==> src/rtl/sdp_pkg.sv <==
package sdp_pkg;
   typedef enum logic [2:0] {
      SQ_IDLE = 3'd0,
      SQ_AA   = 3'd1,
      SQ_55   = 3'd2,
      SQ_D80  = 3'd3,
      SQ_DAA  = 3'd4,
      SQ_D55  = 3'd5
   } seq_e;

   typedef struct packed {
      logic hit;
      seq_e nxt;
      logic fin_en;
      logic fin_dis;
   } step_t;
endpackage

==> src/rtl/sdp_step_match.sv <==
module sdp_step_match
   import sdp_pkg::*;
#(
   parameter int ADDR_W = 15,
   parameter int DATA_W = 8,
   parameter int CMP_W  = 15,
   parameter logic [ADDR_W-1:0] ADR_P = 15'h5555,
   parameter logic [ADDR_W-1:0] ADR_Q = 15'h2AAA,
   parameter logic [DATA_W-1:0] D_LEAD = 8'hAA,
   parameter logic [DATA_W-1:0] D_SEC  = 8'h55,
   parameter logic [DATA_W-1:0] D_ENA  = 8'hA0,
   parameter logic [DATA_W-1:0] D_DSA  = 8'h80,
   parameter logic [DATA_W-1:0] D_DSB  = 8'h20
) (
   input  seq_e              cur,
   input  logic [ADDR_W-1:0] addr,
   input  logic [DATA_W-1:0] data,
   output step_t             res
);
   logic at_p, at_q;

   generate
      if (CMP_W == ADDR_W) begin : g_full
         assign at_p = (addr == ADR_P);
         assign at_q = (addr == ADR_Q);
      end else begin : g_low
         assign at_p = (addr[CMP_W-1:0] == ADR_P[CMP_W-1:0]);
         assign at_q = (addr[CMP_W-1:0] == ADR_Q[CMP_W-1:0]);
      end
   endgenerate

   logic is_lead, is_sec, is_ena, is_dsa, is_dsb;
   assign is_lead = at_p && (data == D_LEAD);
   assign is_sec  = at_q && (data == D_SEC);
   assign is_ena  = at_p && (data == D_ENA);
   assign is_dsa  = at_p && (data == D_DSA);
   assign is_dsb  = at_p && (data == D_DSB);

   always_comb begin
      res = '{hit: 1'b0, nxt: SQ_IDLE, fin_en: 1'b0, fin_dis: 1'b0};
      unique case (cur)
         SQ_AA:  if (is_sec)  res = '{1'b1, SQ_55,   1'b0, 1'b0};
         SQ_55: begin
            if (is_ena)       res = '{1'b1, SQ_IDLE, 1'b1, 1'b0};
            else if (is_dsa)  res = '{1'b1, SQ_D80,  1'b0, 1'b0};
         end
         SQ_D80: if (is_lead) res = '{1'b1, SQ_DAA,  1'b0, 1'b0};
         SQ_DAA: if (is_sec)  res = '{1'b1, SQ_D55,  1'b0, 1'b0};
         SQ_D55: if (is_dsb)  res = '{1'b1, SQ_IDLE, 1'b0, 1'b1};
         default: ;
      endcase
      if (!res.hit && is_lead) res = '{1'b1, SQ_AA, 1'b0, 1'b0};
   end
endmodule

==> src/rtl/sdp_seq_track.sv <==
module sdp_seq_track
   import sdp_pkg::*;
(
   input  logic  clk,
   input  logic  rst_n,
   input  logic  wr_stb,
   input  logic  load_timeout,
   input  step_t step,
   output seq_e  cur_eff,
   output logic  win_eff
);
   seq_e state_q;
   logic win_q;

   assign cur_eff = load_timeout ? SQ_IDLE : state_q;
   assign win_eff = win_q && !load_timeout;

   always_ff @(posedge clk) begin
      if (!rst_n) begin
         state_q <= SQ_IDLE;
         win_q   <= 1'b0;
      end else if (wr_stb) begin
         state_q <= step.nxt;
         win_q   <= win_eff || step.fin_en || step.fin_dis;
      end else begin
         state_q <= cur_eff;
         win_q   <= win_eff;
      end
   end
endmodule

==> src/rtl/sdp_prot_state.sv <==
module sdp_prot_state (
   input  logic clk,
   input  logic rst_n,
   input  logic arm_en,
   input  logic arm_dis,
   input  logic prog_end,
   output logic protect
);
   logic pend_en_q, pend_dis_q;

   always_ff @(posedge clk) begin
      if (!rst_n) begin
         protect    <= 1'b0;
         pend_en_q  <= 1'b0;
         pend_dis_q <= 1'b0;
      end else begin
         if (prog_end) begin
            if (pend_en_q)  protect <= 1'b1;
            if (pend_dis_q) protect <= 1'b0;
         end
         if (arm_en) begin
            pend_en_q  <= 1'b1;
            pend_dis_q <= 1'b0;
         end else if (arm_dis) begin
            pend_en_q  <= 1'b0;
            pend_dis_q <= 1'b1;
         end else if (prog_end) begin
            pend_en_q  <= 1'b0;
            pend_dis_q <= 1'b0;
         end
      end
   end
endmodule

==> src/rtl/sdp_cmd_seq.sv <==
module sdp_cmd_seq
   import sdp_pkg::*;
#(
   parameter int ADDR_W = 15,
   parameter int DATA_W = 8,
   parameter int CMP_W  = ADDR_W
) (
   input  logic              clk,
   input  logic              rst_n,
   input  logic              wr_stb,
   input  logic [ADDR_W-1:0] wr_addr,
   input  logic [DATA_W-1:0] wr_data,
   input  logic              load_timeout,
   input  logic              prog_end,
   output logic              protect,
   output logic              allow,
   output logic              suppress
);
   localparam logic [ADDR_W-1:0] ADR_P = ADDR_W'(15'h5555);
   localparam logic [ADDR_W-1:0] ADR_Q = ADDR_W'(15'h2AAA);

   generate
      if (ADDR_W < 15) begin : g_bad_addr
         $error("sdp_cmd_seq: ADDR_W must hold the command addresses");
      end
      if (DATA_W < 8) begin : g_bad_data
         $error("sdp_cmd_seq: DATA_W must hold a command byte");
      end
      if (CMP_W < 14 || CMP_W > ADDR_W) begin : g_bad_cmp
         $error("sdp_cmd_seq: CMP_W out of range");
      end
   endgenerate

   seq_e  cur_eff;
   logic  win_eff;
   step_t step;

   sdp_step_match #(
      .ADDR_W(ADDR_W), .DATA_W(DATA_W), .CMP_W(CMP_W),
      .ADR_P(ADR_P), .ADR_Q(ADR_Q),
      .D_LEAD(DATA_W'(8'hAA)), .D_SEC(DATA_W'(8'h55)), .D_ENA(DATA_W'(8'hA0)),
      .D_DSA(DATA_W'(8'h80)), .D_DSB(DATA_W'(8'h20))
   ) u_match (
      .cur(cur_eff), .addr(wr_addr), .data(wr_data), .res(step)
   );

   sdp_seq_track u_track (
      .clk(clk), .rst_n(rst_n), .wr_stb(wr_stb), .load_timeout(load_timeout),
      .step(step), .cur_eff(cur_eff), .win_eff(win_eff)
   );

   sdp_prot_state u_prot (
      .clk(clk), .rst_n(rst_n),
      .arm_en(wr_stb && step.fin_en), .arm_dis(wr_stb && step.fin_dis),
      .prog_end(prog_end), .protect(protect)
   );

   logic plain_wr;
   assign plain_wr = wr_stb && !step.hit;
   assign allow    = plain_wr && (!protect || win_eff);
   assign suppress = plain_wr && protect && !win_eff;
endmodule

==> config.mk <==
export PLATFORM = sky130hd
export DESIGN_NAME = sdp_cmd_seq
export DESIGN_NICKNAME = d
export VERILOG_FILES = /design/src/rtl/sdp_pkg.sv /design/src/rtl/sdp_step_match.sv /design/src/rtl/sdp_seq_track.sv /design/src/rtl/sdp_prot_state.sv /design/src/rtl/sdp_cmd_seq.sv
export SDC_FILE = /design/constraint.sdc
export NUM_CORES = 1
export LEC_CHECK = 0
export BUFFER_PORTS_ARGS = -buffer_cell sky130_fd_sc_hd__clkbuf_2
export CORE_MARGIN = 2
export CORE_UTILIZATION = 40
export CTS_CLUSTER_DIAMETER = 60
export DETAILED_ROUTE_END_ITERATION = 8
export PLACE_DENSITY = 0.73
export REMOVE_ABC_BUFFERS = 1
export SYNTH_ARGS = -nofsm -noshare
export SYNTH_HDL_FRONTEND = slang
export SYNTH_HIERARCHICAL = 1
export SYNTH_SLANG_ARGS = --single-unit
==> constraint.sdc <==
create_clock -name clk -period 1.85 [get_ports clk]
set_clock_uncertainty 0.1 [all_clocks]
set_input_delay 0.2775 -clock clk [delete_from_list [all_inputs] [get_ports clk]]
set_output_delay 0.2775 -clock clk [all_outputs]
set_load 0.01 [all_outputs]
; ---- Yosys cells after proc, flatten, opt, wreduce, memory -nomap -nowiden
; Cells that the tools add are included.
[word_totals]
ff_bits = 7
inputBits = 28
word_cells = 61
[op_classes]
eq_ne = 12
mux = 17
n_bitwise = 1
reduce_logical = 26
[ops]
columns = operator, n
row1 = $mux W6, 7
row2 = $pmux W6 S5, 1
row3 = $eq A8 B8 Y1 const B, 3
row4 = $eq A15 B14 Y1 const B, 1
row5 = $eq A15 B15 Y1 const B, 1
row6 = $logic_and A1 B1 Y1, 13
row7 = $eq A8 B6 Y1 const B, 1
row8 = $eq A8 B7 Y1 const B, 1
row9 = $mux W1, 7
row10 = $eq A3 B2 Y1 const B, 2
row11 = $eq A3 B3 Y1 const B, 2
row12 = $mux W3, 2
row13 = $logic_not A1 Y1, 5
row14 = $reduce_bool A2 Y1, 2
row15 = $eq A3 B1 Y1 const B, 1
row16 = $logic_or A1 B1 Y1, 3
row17 = $reduce_bool A3 Y1, 1
row18 = $reduce_and A2 Y1, 1
row19 = $reduce_or A2 Y1, 1
row20 = $not A1 Y1, 1

; ---- Depth between registers and ports, before layout
; Gate-level depths: netlist of run 1.
[logic_depth]
word_depth = 12
ltp_mapped = 8
mapped_depth_nobuf = 8

; ---- Hierarchy
; Netlist of run 1, hierarchy kept.
[modules_own_cells]
columns = module, instances, cells_each, area_per_inst_um2, seq_area_each_um2
row1 = sdp_step_match, 1, 41, 310.3, 0.0
row2 = sdp_seq_track, 1, 20, 186.4, 80.1
row3 = sdp_prot_state, 1, 11, 113.9, 60.1
row4 = sdp_cmd_seq, 1, 5, 47.5, 0.0

; ---- Least setup slack after synthesis of run 1
; OpenSTA, ideal clock, no wires.
[synth_path]
path_type = in2out
start = input load_timeout
end = output suppress
t_arrival_ps = 1532
slack_ps = -59
stages = 7
path_buffers = 0
path_cell_list = nand2b_1 -> inv_1 -> or3_1 -> a211oi_1 -> nor4_1 -> o22ai_1 -> and3b_1
[synth_lines]
columns = element, line_no
row1 = from (decl), sdp_cmd_seq.sv:13  ; input logic load_timeout,
row2 = to (decl), sdp_cmd_seq.sv:17  ; output logic suppress

==> out/metrics.cfg, run 1 <==
[drt]
met2_length_um=1150
ant_nets=0
initialDrtViolationCount=22
dr_wl_met3_um=109
vias=875
wl_per_cell_um=14.8
highest_layer=met4
first_pass_iters=4
viasPerCell=5.68
wl_met1_um=1020
drc=0
wl_um=2290

[timing]
whs_ns=0.157
final.period_utilization_pct=119
period_minus_slack_ns=2.20
fmax_mhz=455
hold_viol=0
drv_slew=0
setup_violations=3
rsz0062_at_grt=yes
relSlewSlack_pct=75.3
fin_ws_ns=-0.350
tightest_slew_ns=0.367

[cells_and_area]
finalCoreUtilization_pct=74.9
diodes=0
syn2layout_area_growth_pct=73.4
fin_nets=167
fin_area_mm2=0.00114
drive_above_1_share_pct=58.0

[logic_synthesis]
syn-instance-count=77
async_flop_share_pct=0
yosys_warnings=6
synth_edf_count=0
ys.flop_type=dfxtp_1
synth_cell_type_count=35
ys_seq_elements=7
ys_seq_area_share_pct=21.3
avgSynthCellArea_um2=8.55
netlist_area_um2=658

[placed_design]
placed_cell_area_um2=926
hpwl_um=1540
routabilityCongestion=0.776
pre_cts_slack_ns=-0.308
portBuffers=30

[grt]
grt_pass1_vias=883
grt_max_degree=10
grt_usage_pct=25.6
antenna_found_initial=0
grt.overflow.total=0
grt_pass1_wl_um=3750

[cts]
htreeDepth=1
cts_tree=yes
insertion_delay_ns=0.25
clk_pin_slew_worst_paths_ns=0.05
numClockSinks=7
cts_buffer_depth=2
hold_buffers=0
cts_buffers=3
clock-root-buffer=clkbuf_4

[setup_path]
worst-path-max-fanout=4
critical_path_required_ns=1.47
critPathKind=flip-flop to primary output
crit_path_start_kind=flip-flop
arrival_ns=1.82
r2r_start=u_track/state_q[0]
reg2reg_setup_slack_ns=-0.09
endpoint_kind=primary output
reg2reg_depth=14
r2r-end=u_track/state_q[0]

[power]
vdd_ir_drop_max_v=0.000376
p_leak_nw=0.488
total_power_uw=372
power_density_mw_per_mm2=326

[die]
core_mm2=0.00152
initial_utilization_pct=43.2
ios=31
die_w_um=44.6
die_y_um=44.6
die_area_mm2=0.00199
num_rows=14

[hold_path]
hp-start=prog_end
hold_depth=2
min_path_type=input port to flip-flop
hold_end=u_prot/protect

[status]
outcome=finished with violations
violations=negative setup slack

[job]
drv_cap=0

[power breakdown]
part	switching (mW)	internal [mW]
registers	0.00000000181	0.151
clock network	0.0576	0.0824
logic	0.0379	0.0429
total	0.0955	0.276
[worst max path at each step]
stage,start,end,slack [ns],cells past startpoint
detailed placement,load_timeout,suppress,-0.31,9
global route,u_track/state_q[2],suppress,-0.43,9
global placement,load_timeout,suppress,-0.29,9
finish,u_track/state_q[0],suppress,-0.35,8
floorplan,load_timeout,suppress,-0.06,7
CTS,u_track/state_q[0],suppress,-0.35,8
[per-layer routing]
metal | track usage [%] | up-vias
met5 | 0 | -
met3 | 8.57 | 2
met4 | 7.27 | 0
li1 | - | 420
met1 | 29.5 | 426
met2 | 44.3 | 27
[repair_timing]
| item | 4_1_cts | 5_1_grt |
|---|---|---|
| setup endpoints to repair | 2 | 5 |
| pin swaps | 3 | 2 |
| setup buffers | 15 | 8 |
| gates resized for setup | 15 | 13 |
| cloned | 0 | 0 |
[critical path, cell delays in order (launching register included)]
cell and delay (ns):
dfxtp_2 0.33, nand2b_4 0.08, inv_4 0.04, or3_4 0.34
a211oi_2 0.19, nor4_1 0.07, o22ai_1 0.20, and3b_1 0.20
clkbuf_2 0.12
[cells in the mapped netlist (2+ instances only)]
cell type | number | share of area (%)
a211oi_1 | 2 | 2.3
nand3b_1 | 2 | 2.3
dfxtp_1 | 7 | 21
nand3_1 | 5 | 3.8
nor2_1 | 2 | 1.1
nand4b_1 | 3 | 4.0
nand4bb_1 | 2 | 3.4
nand2b_1 | 7 | 6.7
nor4bb_1 | 3 | 4.6
o21ai_2 | 3 | 4.0
inv_1 | 7 | 4.0
nor4_1 | 3 | 2.9
o22ai_1 | 3 | 2.9
and2_1 | 3 | 2.9
nor3b_1 | 2 | 2.3
nor2b_1 | 2 | 1.9
o21a_1 | 3 | 3.4
[sequential cells by signal, indices dropped and copies added, names as in the netlist]
register / count
u_prot/protect: 1
u_prot/pend_en_q: 1
u_track/state_q: 3
u_track/win_q: 1
u_prot/pend_dis_q: 1
[cells in the final DEF, fill, tap and decap left out, drive strengths merged]
| cell | Yosys | routed |
|---|---|---|
| a211o | 1 | 1 |
| nor4bb | 3 | 3 |
| nand4bb | 2 | 2 |
| buf | 0 | 28 |
| nor3b | 3 | 3 |
| or2 | 1 | 1 |
| a21oi | 2 | 2 |
| nor2b | 3 | 3 |
| or3 | 1 | 1 |
| nand4 | 1 | 1 |
| and4b | 1 | 1 |
| nand3b | 2 | 2 |
| dfxtp | 7 | 7 |
| o21ai | 3 | 3 |
| clkbuf | 0 | 33 |
| and4 | 1 | 1 |
| nor4b | 2 | 2 |
| nor4 | 4 | 4 |
| o21a | 3 | 3 |
| nor3 | 1 | 1 |
| o32ai | 1 | 1 |
| nand3 | 5 | 5 |
| and3b | 1 | 1 |
| o22ai | 3 | 3 |
| nand2b | 8 | 8 |
| nand4b | 3 | 3 |
| nor2 | 2 | 2 |
| and2 | 3 | 3 |
| inv | 7 | 7 |
| a211oi | 3 | 3 |
[metrics by stage]
step	TNS, ns	std cells
after floorplan	-0.0594	77
after global placement	-0.744	136
after detailed placement	-0.858	136
after CTS	-0.831	155
after global routing	-1.16	154
final	-0.783	154
[logic make-up after synthesis]
logic type      synth area share, %
simple gates                   55.5
flops                          21.3
buf+inv                        3.99
compound gates                 19.2
[final cells by class]
cell class              count  area [um^2]
repair buffers             57          394
fillers                   111          383
clock buffers               4         26.3
flip-flops and latches      7          141
multi-input cells          63          531
well taps                  16         20.0
inverters                   7         28.8
No activity file was read; power rests on OpenSTA's default activity.
==> run 2, diff against run 1 <==
Settings changed: CORE_UTILIZATION 40 to 47, CTS_BUF_LIST from default to sky130_fd_sc_hd__clkbuf_4 sky130_fd_sc_hd__clkbuf_8, CTS_CLUSTER_DIAMETER 60 to 50, PLACE_DENSITY 0.73 to 0.81.
Clock period 1.85 ns to 2.17 ns, I/O delays scaled along.
==> out/metrics.cfg, run 2 (synthesis gave the netlist of run 1 again) <==
[status]
outcome=finished with violations
violations=negative setup slack

[grt]
grt_pass1_vias=754
antenna_found_initial=0
grt.overflow.total=0
gr-max-usage-layer=met2
grtUsageMet2_pct=44.1
grt_usage_pct=23.4
grt_pass1_wl_um=3170
grt_max_degree=10
grt_use_met3_pct=4.35
met1_usage_pct=25.7

[timing]
relSlewSlack_pct=73.7
final.period_utilization_pct=107
setup_violations=2
fmax_mhz=432
period_minus_slack_ns=2.32
rsz0062_at_grt=yes
tightest_slew_ns=0.391
hold_viol=0
fin_ws_ns=-0.147
whs_ns=0.211
drv_slew=0

[drt]
wl_um=1920
initialDrtViolationCount=14
ant_nets=0
drc=0
wl_per_cell_um=14.0
viasPerCell=5.78
first_pass_iters=4
vias=792

[placed_design]
routabilityCongestion=0.814
portBuffers=30
placed_cell_area_um2=880
pre_cts_slack_ns=-0.0724
hpwl_um=1480

[hold_path]
hp-start=prog_end
hold_end=u_prot/protect
min_path_type=input port to flip-flop
hold_depth=2

[cts]
cts_buffer_depth=2
htreeDepth=1
clk_pin_slew_worst_paths_ns=0.05
numClockSinks=7
insertion_delay_ns=0.25
clock-root-buffer=clkbuf_4
hold_buffers=0
cts_tree=yes
cts_buffers=3

[cells_and_area]
fin_area_um2=993
largest_reg_flops=3
drive_above_1_share_pct=53.3
final_common_cell=clkbuf_2
syn2layout_area_growth_pct=51.0
fin_nets=151
diodes=0
final_cell_mix=clkbuf_2 (29), buf_4 (10), nand2b_1 (7), dfxtp_1 (7)
regMostFlops=u_track/state_q

[die]
core_mm2=0.00130
die_y_um=41.4
die_area_mm2=0.00172
die_w_um=41.4
num_rows=13
ios=31
initial_utilization_pct=50.6

[setup_path]
r2r-end=u_prot/pend_en_q
endpoint_kind=primary output
worst-path-max-fanout=4
reg2reg_setup_slack_ns=0.26
r2r_start=u_track/state_q[1]
arrival_ns=1.89
slowest_delay_ns=0.34
crit_slowest_cell=or3_4
critical_path_required_ns=1.74
critPathKind=flip-flop to primary output
reg2reg_depth=9
crit_chain=nand2b_1, inv_2, or3_4, a211oi_2, nor4_2, o22ai_1, and3b_1, clkbuf_2
crit_path_start_kind=flip-flop

[power]
vdd_ir_drop_max_v=0.000183
total_power_uw=320
power_density_mw_per_mm2=323
p_leak_nw=0.398

[job]
drv_cap=0

run 2: changes by cell type in the layout (fill, tap and decap cells not counted), sizes merged:
| cell | previous run | this run |
|---|---|---|
| buf | 28 | 12 |
run 2: per-layer routing:
layer | vias to the layer above | share of wire (%)
met3 | 2 | 5.5
met4 | 0 | 0.73
met5 | - | 0
met2 | 39 | 53
li1 | 386 | -
met1 | 365 | 41
run 2: layout make-up:
type / count / area (um^2)
fillers: 105 / 308
repair buffers: 41 / 236
well taps: 15 / 18.8
clock buffers: 4 / 30.0
inverters: 7 / 26.3
multi-input cells: 63 / 542
flip-flops and latches: 7 / 140
run 2: critical path: cells and delay by family, from the launching register on:
family	cells	cell delay, ns
buffers and inverters	2	0.19
AO/OA/AOI/OAI	2	0.42
AND/OR/NAND/NOR	4	0.73
flip-flops	1	0.30
run 2: repair_timing:
item | 4_1_cts | 5_1_grt
buffers inserted | 2 | 2
resized for setup | 7 | 5
setup endpoints to repair | 2 | 2
pin swaps | 6 | 4
endpoints found under the hold margin | 0 | 0
run 2: stage by stage:
step           std cells  setup TNS, ns  utilization [%]
4_1_cts              135         -0.145             73.5
2_1_floorplan         77              0                -
5_1_grt              137         -0.390             76.3
6_report             137         -0.280             76.3
3_3_place_gp         129        -0.0651             67.6
3_5_place_dp         129         -0.124             67.6
run 2: how the worst max path moves through the flow:
stage | start | endpoint | slack (ns)
after global placement | load_timeout | suppress | -0.04
after detailed placement | load_timeout | suppress | -0.07
after CTS | u_track/state_q[0] | suppress | -0.08
after floorplan | load_timeout | suppress | 0.16
final | u_track/state_q[0] | suppress | -0.15
after global routing | u_track/state_q[0] | suppress | -0.20
run 2: power breakdown:
group	total [mW]	leakage, nW	internal (mW)	switching (mW)
clock	0.130	0.0184	0.0826	0.0473
combinational	0.0618	0.324	0.0315	0.0303
sequential	0.129	0.0563	0.129	0.000000000627
total	0.320	0.398	0.243	0.0777
==> run 3, diff against run 2 <==
Settings changed: CORE_UTILIZATION 47 to 46, PLACE_DENSITY 0.81 to 0.8, SYNTH_HIERARCHICAL 1 to default.
==> out/metrics.cfg, run 3 <==
[die]
core_mm2=0.00128
num_rows=13
initial_utilization_pct=48.8
die_y_um=40.9
ios=31
die_area_mm2=0.00167
die_w_um=40.9

[cells_and_area]
finalNonFillerCells=131
largest_reg_flops=3
regArea_um2=143
drive_above_1_share_pct=39.7
fillers=118
finalCoreUtilization_pct=67.1
diodes=0
syn2layout_area_growth_pct=37.5
final_cell_mix=clkbuf_2 (29), nor2_1 (9), nand2_1 (8), nor4bb_1 (6), a21oi_1 (6)
fin_nets=145
multi_input_area_um2=494
final_common_cell=clkbuf_2
regMostFlops=u_track.state_q

[timing]
setup_violations=0
drv_slew=0
whs_ns=0.253
period_minus_slack_ns=2.09
hold_viol=0
fin_tns_setup_ns=0
rsz0062_at_grt=no
tightest_slew_ns=0.340
fmax_mhz=478
final.period_utilization_pct=96.3
relSlewSlack_pct=77.3

[setup_path]
critPathKind=input port to primary output
crit_slowest_cell=or4_4
endpoint_kind=primary output
worst-path-buf-inv=2
crit_chain=clkbuf_2, or2_1, or4_4, o22ai_2, a21o_1, a21oi_1, buf_2
critical_path_required_ns=1.74
crit_path_start_kind=input port
crit_family=simple AND/OR/NAND/NOR gates
arrival_ns=1.66
worst-path-max-fanout=3
slowest_delay_ns=0.51

[cts]
insertion_delay_ns=0.24
htreeDepth=1
cts_buffers=3
cts_tree=yes
clock-root-buffer=clkbuf_4
cts_buffer_depth=2
numClockSinks=7
clk_pin_slew_worst_paths_ns=0.05
hold_buffers=0

[power]
pwr-share-comb_pct=19.9
p_leak_nw=0.373
vdd_ir_drop_max_v=0.000407
power_density_mw_per_mm2=367
total_power_uw=316
clkPwrFrac_pct=39.3
p_int_uw=244
sw_frac_of_total_pct=22.9
p_switching_uw=72.3
p_seq_share_pct=40.8

[logic_synthesis]
netlist_area_um2=627
yosysMostFrequentCell=nor2_1
ys.flop_type=dfxtp_1
ys_seq_area_share_pct=22.4
syn-instance-count=83
ys_top_cells_by_count=nor2_1 (9), nand2_1 (8), dfxtp_1 (7), a21oi_1 (6), nor4bb_1 (6)
synth_area_leader_cell=dfxtp_1
synth_top_area_share_pct=22.4
synth_edf_count=0
synth_cell_type_count=33
avgSynthCellArea_um2=7.55
ys_seq_elements=7
netlist_top_cells_area=dfxtp_1 (22%), nor4bb_1 (9.6%), nor2_1 (5.4%), a21oi_1 (4.8%), nand2_1 (4.8%)
yosys_warnings=0
async_flop_share_pct=0

[drt]
vias=780
wl_um=1750
viasPerCell=5.95
drc=0
initialDrtViolationCount=15
ant_nets=0
first_pass_iters=4
wl_per_cell_um=13.3

[status]
outcome=finished, final reports clean

[placed_design]
routabilityCongestion=0.794
hpwl_um=1450
portBuffers=30
dp.cells=128

[job]
drv_cap=0

[hold_path]
min_path_type=input port to flip-flop

[grt]
grt.overflow.total=0
grt_max_degree=13
grt_pass1_wl_um=2640
grt_pass1_vias=673
grt_usage_pct=24.2
antenna_found_initial=0

-- run 3: changes by cell type after synthesis, sizes merged, moves of 3 or more --
cell,change
nor4,-3
a21oi,+4
a211oi,-3
nand2b,-6
nor2,+7
nor2b,-3
and2,-3
nand2,+8
a31oi,+3
clkbuf,+4
inv,-6
nor4bb,+3
-- run 3: cell families (layout without fill, tap and decap cells) --
family                    after synthesis  in the layout  synth area share [%]
xor gates and xnor gates                1              1                  1.40
DFF                                     7              7                  22.4
and+or+nand+nor                        49             49                  50.1
AOI/OAI and AO/OA                      21             21                  23.2
buffers and inverters                   5             38                  2.99
-- run 3: power groups by stage --
stage | logic [mW] | registers [mW] | clock network [mW]
final | 0.0630 | 0.129 | 0.124
after global placement | 0.0584 | 0.131 | 0
after detailed placement | 0.0603 | 0.131 | 0
after floorplan | 0.0183 | 0.131 | 0
after CTS | 0.0606 | 0.129 | 0.132
after global routing | 0.0689 | 0.128 | 0.141
-- run 3: routing by layer --
| metal | global-route usage (%) | share of wire (%) | up-vias |
|---|---|---|---|
| li1 | - | - | 393 |
| met1 | 26.9 | 41 | 359 |
| met2 | 43.0 | 52 | 24 |
| met3 | 2.17 | 5.5 | 4 |
| met4 | 15.8 | 1.3 | 0 |
| met5 | 0 | 0 | - |
-- run 3: final timing paths --
| path | end | startpoint | slack, ns | cells past startpoint |
|---|---|---|---|---|
| setup / recovery | allow | wr_data[2] | 0.08 | 7 |
| hold / removal | u_prot.protect | prog_end | 0.25 | 3 |
| setup reg to reg | u_track.state_q[0] | u_track.state_q[0] | 0.78 | 4 |
| hold reg to reg | u_prot.protect | u_prot.pend_en_q | 0.40 | 2 |
-- run 3: cell type report --
cell class | count | area share (%)
clock buffer | 4 | 3.48
sequential | 7 | 16.5
timing repair buffer | 33 | 20.0
multi-input combinational | 71 | 57.3
inverter | 1 | 0.435
tap | 15 | 2.18
-- run 3: tightest hold or removal path: stages --
cell and delay (ns):
clkbuf_2 0.10, a21oi_1 0.06, nor2_1 0.07
-- run 3: repair_timing --
item                                    4_1_cts  5_1_grt
endpoints found under the setup margin        0        2
resized for setup                             0        7
setup buffers                                 0        0
-- run 3: through the flow --
stage,worst slack (ns),instance area [um^2]
6_report,0.0795,862
5_1_grt,0.0342,862
4_1_cts,0.0210,841
3_5_place_dp,-0.0715,811
3_3_place_gp,-0.0437,811
2_1_floorplan,0.0560,612
